[src/rtl/lbw_pkg.sv]
package lbw_pkg;
    localparam int LANES  = 4;
    localparam int LANE_W = 8;
    localparam int IDX_W  = $clog2(LANES);
    localparam int BUS_W  = LANES * LANE_W;

    typedef enum logic [1:0] {
        MODE_W32 = 2'd0,
        MODE_W16 = 2'd1,
        MODE_W8  = 2'd2,
        MODE_RSV = 2'd3
    } width_mode_e;

    typedef enum logic [1:0] {
        ST_IDLE = 2'd0,
        ST_RUN  = 2'd1,
        ST_DONE = 2'd2
    } seq_state_e;

    // Local data lane that carries host byte b in a given width mode.
    function automatic int unsigned lane_of(width_mode_e m, int unsigned b);
        case (m)
            MODE_W16: return b % 2;
            MODE_W8:  return 0;
            default:  return b;
        endcase
    endfunction
endpackage

[src/rtl/lbw_unit_sel.sv]
module lbw_unit_sel
    import lbw_pkg::*;
(
    input  width_mode_e       mode,
    input  logic [LANES-1:0]  pend,
    output logic [LANES-1:0]  unit_mask,
    output logic [IDX_W-1:0]  first_idx
);
    logic [LANES-1:0] half_mask;

    always_comb begin
        first_idx = '0;
        // Descending scan leaves the lowest pending byte index.
        for (int i = LANES - 1; i >= 0; i--) begin
            if (pend[i]) first_idx = IDX_W'(i);
        end
        half_mask = {{(LANES/2){first_idx[IDX_W-1]}}, {(LANES/2){~first_idx[IDX_W-1]}}};
        case (mode)
            MODE_W16: unit_mask = pend & half_mask;
            MODE_W8:  unit_mask = (pend == '0) ? '0 : (LANES'(1) << first_idx);
            default:  unit_mask = pend;
        endcase
    end
endmodule

[src/rtl/lbw_lane_map.sv]
module lbw_lane_map
    import lbw_pkg::*;
(
    input  width_mode_e       mode,
    input  logic [LANES-1:0]  unit_mask,
    input  logic [IDX_W-1:0]  first_idx,
    input  logic [BUS_W-1:0]  wdata,
    input  logic [BUS_W-1:0]  loc_rdata,
    output logic [LANES-1:0]  lbe_n,
    output logic [BUS_W-1:0]  lane_wdata,
    output logic [BUS_W-1:0]  steer_rdata
);
    logic hi_half;
    assign hi_half = first_idx[IDX_W-1];

    // Read steering: each byte of the unit pulls from its local lane.
    for (genvar g = 0; g < LANES; g++) begin : g_steer
        assign steer_rdata[g*LANE_W +: LANE_W] =
            unit_mask[g] ? loc_rdata[lane_of(mode, g)*LANE_W +: LANE_W] : '0;
    end

    always_comb begin
        lane_wdata = '0;
        for (int i = 0; i < LANES; i++) begin
            if (unit_mask[i]) begin
                lane_wdata[lane_of(mode, i)*LANE_W +: LANE_W] =
                    lane_wdata[lane_of(mode, i)*LANE_W +: LANE_W] | wdata[i*LANE_W +: LANE_W];
            end
        end
    end

    always_comb begin
        case (mode)
            MODE_W16: lbe_n = {~(hi_half ? unit_mask[3] : unit_mask[1]),
                               1'b1,
                               hi_half,
                               ~(hi_half ? unit_mask[2] : unit_mask[0])};
            MODE_W8:  lbe_n = {2'b11, first_idx};
            default:  lbe_n = ~unit_mask;
        endcase
    end
endmodule

[src/rtl/lbw_adapter.sv]
module lbw_adapter
    import lbw_pkg::*;
#(
    parameter int ADDR_W = 8
) (
    input  logic              clk,
    input  logic              rst_n,
    input  logic [1:0]        bus_mode,
    input  logic              tgt_start,
    input  logic              tgt_write,
    input  logic [ADDR_W-1:0] tgt_addr,
    input  logic [3:0]        tgt_be_n,
    input  logic [31:0]       tgt_wdata,
    output logic [31:0]       tgt_rdata,
    output logic              tgt_done,
    output logic              tgt_busy,
    output logic [ADDR_W-1:0] loc_wa,
    output logic [3:0]        loc_lbe_n,
    output logic [31:0]       loc_wdata,
    input  logic [31:0]       loc_rdata,
    output logic              loc_strobe,
    output logic              loc_write,
    input  logic              loc_wait
);
    typedef struct packed {
        seq_state_e        state;
        width_mode_e       mode;
        logic              write;
        logic [ADDR_W-1:0] addr;
        logic [BUS_W-1:0]  wdata;
        logic [LANES-1:0]  pend;
        logic [BUS_W-1:0]  rdata;
    } regs_t;

    regs_t q, d;

    logic [LANES-1:0] unit_mask;
    logic [IDX_W-1:0] first_idx;
    logic [BUS_W-1:0] steer_rdata;
    logic [LANES-1:0] remain;

    lbw_unit_sel u_sel (
        .mode      (q.mode),
        .pend      (q.pend),
        .unit_mask (unit_mask),
        .first_idx (first_idx)
    );

    lbw_lane_map u_map (
        .mode        (q.mode),
        .unit_mask   (unit_mask),
        .first_idx   (first_idx),
        .wdata       (q.wdata),
        .loc_rdata   (loc_rdata),
        .lbe_n       (loc_lbe_n),
        .lane_wdata  (loc_wdata),
        .steer_rdata (steer_rdata)
    );

    assign remain = q.pend & ~unit_mask;

    always_comb begin
        d = q;
        case (q.state)
            ST_IDLE: begin
                if (tgt_start) begin
                    d.mode  = width_mode_e'(bus_mode);
                    d.write = tgt_write;
                    d.addr  = tgt_addr;
                    d.wdata = tgt_wdata;
                    d.pend  = ~tgt_be_n;
                    d.rdata = '0;
                    d.state = (tgt_be_n == '1) ? ST_DONE : ST_RUN;
                end
            end
            ST_RUN: begin
                if (!loc_wait) begin
                    d.rdata = q.rdata | steer_rdata;
                    d.pend  = remain;
                    if (remain == '0) d.state = ST_DONE;
                end
            end
            default: d.state = ST_IDLE;
        endcase
    end

    always_ff @(posedge clk or negedge rst_n) begin
        if (!rst_n) q <= '0;
        else        q <= d;
    end

    assign tgt_rdata  = q.rdata;
    assign tgt_done   = (q.state == ST_DONE);
    assign tgt_busy   = (q.state != ST_IDLE);
    assign loc_strobe = (q.state == ST_RUN);
    assign loc_write  = loc_strobe && q.write;
    assign loc_wa     = q.addr;
endmodule

[config.mk]
export PLATFORM = sky130hd
export DESIGN_NAME = lbw_adapter
export DESIGN_NICKNAME = d
export VERILOG_FILES = /design/src/rtl/lbw_pkg.sv /design/src/rtl/lbw_unit_sel.sv /design/src/rtl/lbw_lane_map.sv /design/src/rtl/lbw_adapter.sv
export SDC_FILE = /design/constraint.sdc
export NUM_CORES = 1
export LEC_CHECK = 0
export BUFFER_PORTS_ARGS = -buffer_cell sky130_fd_sc_hd__buf_2
export CAP_MARGIN = 10
export CORE_MARGIN = 2
export CORE_UTILIZATION = 47
export DETAILED_ROUTE_END_ITERATION = 7
export PLACE_DENSITY_LB_ADDON = 0.12
export REMOVE_ABC_BUFFERS = 1
export SLEW_MARGIN = 10
export SYNTH_ARGS = -nofsm -noshare
export SYNTH_HDL_FRONTEND = slang
export SYNTH_HIERARCHICAL = 1
export SYNTH_SLANG_ARGS = --single-unit
[constraint.sdc]
create_clock -name clk -period 1.9 [get_ports clk]
set_input_delay 0.38 -clock clk [delete_from_list [all_inputs] [get_ports clk]]
set_output_delay 0.38 -clock clk [all_outputs]
set_load 0.05 [all_outputs]
==> results.yml <==
global_routing:
  grt_pass1_wl_mm: 22.83
  grt_usage: 0.2504
  grt_pass1_vias: 4498
  gr-total-overflow: 0
  antenna_found_initial: 0
  grt_max_degree: 58
synthesis:
  synth-edff-count: 0
  yosys.area.top_type_share: 0.3984
  netlist_area_sq_um: 5087
  async_flop_share: 1.000
  synth_fa_ha_area_frac: 0.01476
  ys_types: 52
  synth_xor_area_frac: 0
  synthSimpleGateAreaFrac: 0.1886
  avgSynthCellArea_sq_um: 9.765
  synth_top_family_by_area: "simple AND/OR/NAND/NOR gates"
  yosys_warnings: 6
  syn_inst: 521
  synth_area_leaders: "dfrtp_1 (40%), mux2_2 (9.5%), buf_4 (6.8%)"
  muxShareOfSynthArea: 0.1444
  synth_compound_area_frac: 0.1321
  ys_seq_area_frac: 0.3984
  synth_ff_type: "dfrtp_1"
  ys_ff_latch: 81
  synth_top_cell_by_area: "dfrtp_1"
placement:
  port_buffers: 162
  place.detailed.hpwl_mm: 9.655
  dp_cells: 795
  routabilityCongestion: 0.8302
route:
  final_antenna_net_count: 0
  firstDrtPassIters: 6
  wire_per_inst_microns: 17.75
  viasPerCell: 5.513
  drt_iter0_drc: 259
  num_vias: 4603
  drt-total-wl_mm: 14.82
  drc: 0
setup_path:
  cp_common_cell: "buf_6"
  slowest_stage: "dfrtp_1"
  start_kind: "flop"
  endpoint_kind: "output pin"
  worst-path-max-fanout: 9
  path_cells: "inv_2 > ha_4 > buf_6 > o31a_4 > buf_12 > a222oi_1 > o22ai_2 > buf_6"
  arrival_ns: 2.40
  critPathRequiredTime_ns: 1.52
  cpPeakStageDelay_ns: 0.44
  worst-setup-path-type: "flop to output pin"
sta:
  post-route-period-util: 1.465
  worst_slack_ns: -0.8842
  setup_viol_count_final: 57
  rsz0062_at_grt: "true"
  max_slew_margin: 0.6750
  hold_viol_final: 0
  max_freq_ghz: 0.3592
  drv_slew: 0
  period_needed_ns: 2.784
  tightest_slew_ns: 0.4874
  skew_ns: 0.01159
floorplan:
  initial_core_util: 0.4884
  die-area_sq_um: 11670
  dieWidth_microns: 108.0
  fp.coreArea_sq_um: 10420
  die_height_microns: 108.0
  num_rows: 37
  io_pins: 163
clock_tree:
  clk_path_buf_depth: 2
  cts_sinks: 81
  clk_pin_slew_ns: 0.09
  cts_tree: "built"
  cts_buffers: 9
  clock_latency_ns: 0.36
  cts_root_buf: "clkbuf_8"
  cts.htree.levels: 3
job:
  cap_violations: 0
layout:
  final_layout_size_suffix_gt1_frac: 0.5408
  syn_to_final_growth_pct: 43.53
  fin_nets: 784
  layout.cells.non_filler: 835
  antenna_cells: 0
  fill_cells: 810
run_status:
  violations: "negative setup slack"
  outcome: "finished with violations"
hold_path:
  hold_path.class: "input port to flop"
[state kept, by name, indices dropped and copies added (netlist names)]
| name | flops |
|---|---|
| q | 41 |
| loc_wa | 8 |
| tgt_rdata | 32 |
[placed cells by master, fill, tap and decap left out, drive strengths merged, types with 3 or more instances in the layout]
cell     count
nor2        17
ha           6
a221o        4
o22ai       10
buf        241
nand4b       8
dfrtp       81
clkbuf       9
clkinv       3
nand4        3
a222oi       8
o2bb2ai      8
a31oi        8
a22o         7
inv          9
mux2        43
a21oi        5
nand3b       9
o21ai       37
nand2b       9
and3        23
nand2       77
mux2i       25
nor2b       17
and2        11
[Yosys cell counts, drive strengths merged, types with 9 or more instances]
cell type,n
mux2,43
and3,23
inv,9
mux2i,25
nand3b,9
and2,11
clkbuf,10
o22ai,10
nand2b,9
nor2,17
nor2b,17
dfrtp,81
nand2,77
buf,69
o21ai,37
[path summary, 6_finish.rpt]
| path | from | endpoint | slack (ns) | cells after the start |
|---|---|---|---|---|
| worst max register to register | q[77] | q[80] | -0.18 | 10 |
| worst min-delay path | tgt_addr[2] | loc_wa[2] | 0.24 | 2 |
| max in group asynchronous | rst_n | loc_wa[7] | 0.79 | 3 |
| min in group asynchronous | rst_n | tgt_rdata[20] | 0.52 | 2 |
| worst min register to register | tgt_rdata[28] | tgt_rdata[28] | 0.48 | 2 |
| worst max-delay path | q[77] | loc_wdata[1] | -0.88 | 8 |
[critical path, delay by kind of cell (launching register included)]
family	cells	cell delay [ns]
flops	1	0.44
compound gates	3	0.84
fa+ha+maj	1	0.21
buf+inv	4	0.54
[final cells by class]
| type | count | area (sq um) | area share |
|---|---|---|---|
| multi-input combinational | 352 | 3009 | 0.4121 |
| sequential | 81 | 2028 | 0.2778 |
| clock buffer | 9 | 123.9 | 0.01696 |
| clock inverter | 6 | 60.06 | 0.008225 |
| timing repair buffer | 242 | 1874 | 0.2567 |
| inverter | 9 | 36.28 | 0.004969 |
| tap | 136 | 170.2 | 0.02330 |
[logic make-up (layout without fill, tap and decap cells)]
kind of cell,Yosys count,after routing
muxes,68,68
AOI/OAI and AO/OA,96,96
buffers and inverters,88,266
and+or+nand+nor,182,182
DFF,81,81
adders and majority gates,6,6
[layer usage]
| layer | wire length [microns] | GRT usage | part of all wire | vias up |
|---|---|---|---|---|
| met5 | 0 | 0 | 0 | - |
| met4 | 189 | 0.07784 | 0.013 | 0 |
| met3 | 900 | 0.04882 | 0.061 | 21 |
| met2 | 7465 | 0.4259 | 0.50 | 168 |
| met1 | 6264 | 0.3228 | 0.42 | 2274 |
| li1 | - | - | - | 2140 |
[repair_timing]
| action | 4_1_cts | 5_1_grt |
|---|---|---|
| gates resized for setup | 139 | 72 |
| buffers inserted | 12 | 15 |
| endpoints found under the hold margin | 31 | 0 |
| gates cloned | 1 | 0 |
| pin swaps | 30 | 21 |
| endpoints found under the setup margin | 57 | 62 |
| hold buffers | 1 | 0 |
[per-stage QoR]
stage               utilization  worst slack [ns]  hold slack, ns  setup TNS, ns  area, sq um
floorplan                     -            -1.546         0.08441        -127.05         4502
global placement         0.5736           -0.5264          0.3677         -15.13         5974
detailed placement       0.5736           -0.6077          0.3741         -17.93         5974
CTS                      0.6583           -0.8359          0.2185         -24.94         6857
global route             0.7010           -0.9376          0.2170         -32.34         7302
finish                   0.7010           -0.8842          0.2396         -27.65         7302
Power is not shown: default switching activity piles up to over one toggle a cycle in this logic, so the estimate is an artifact.
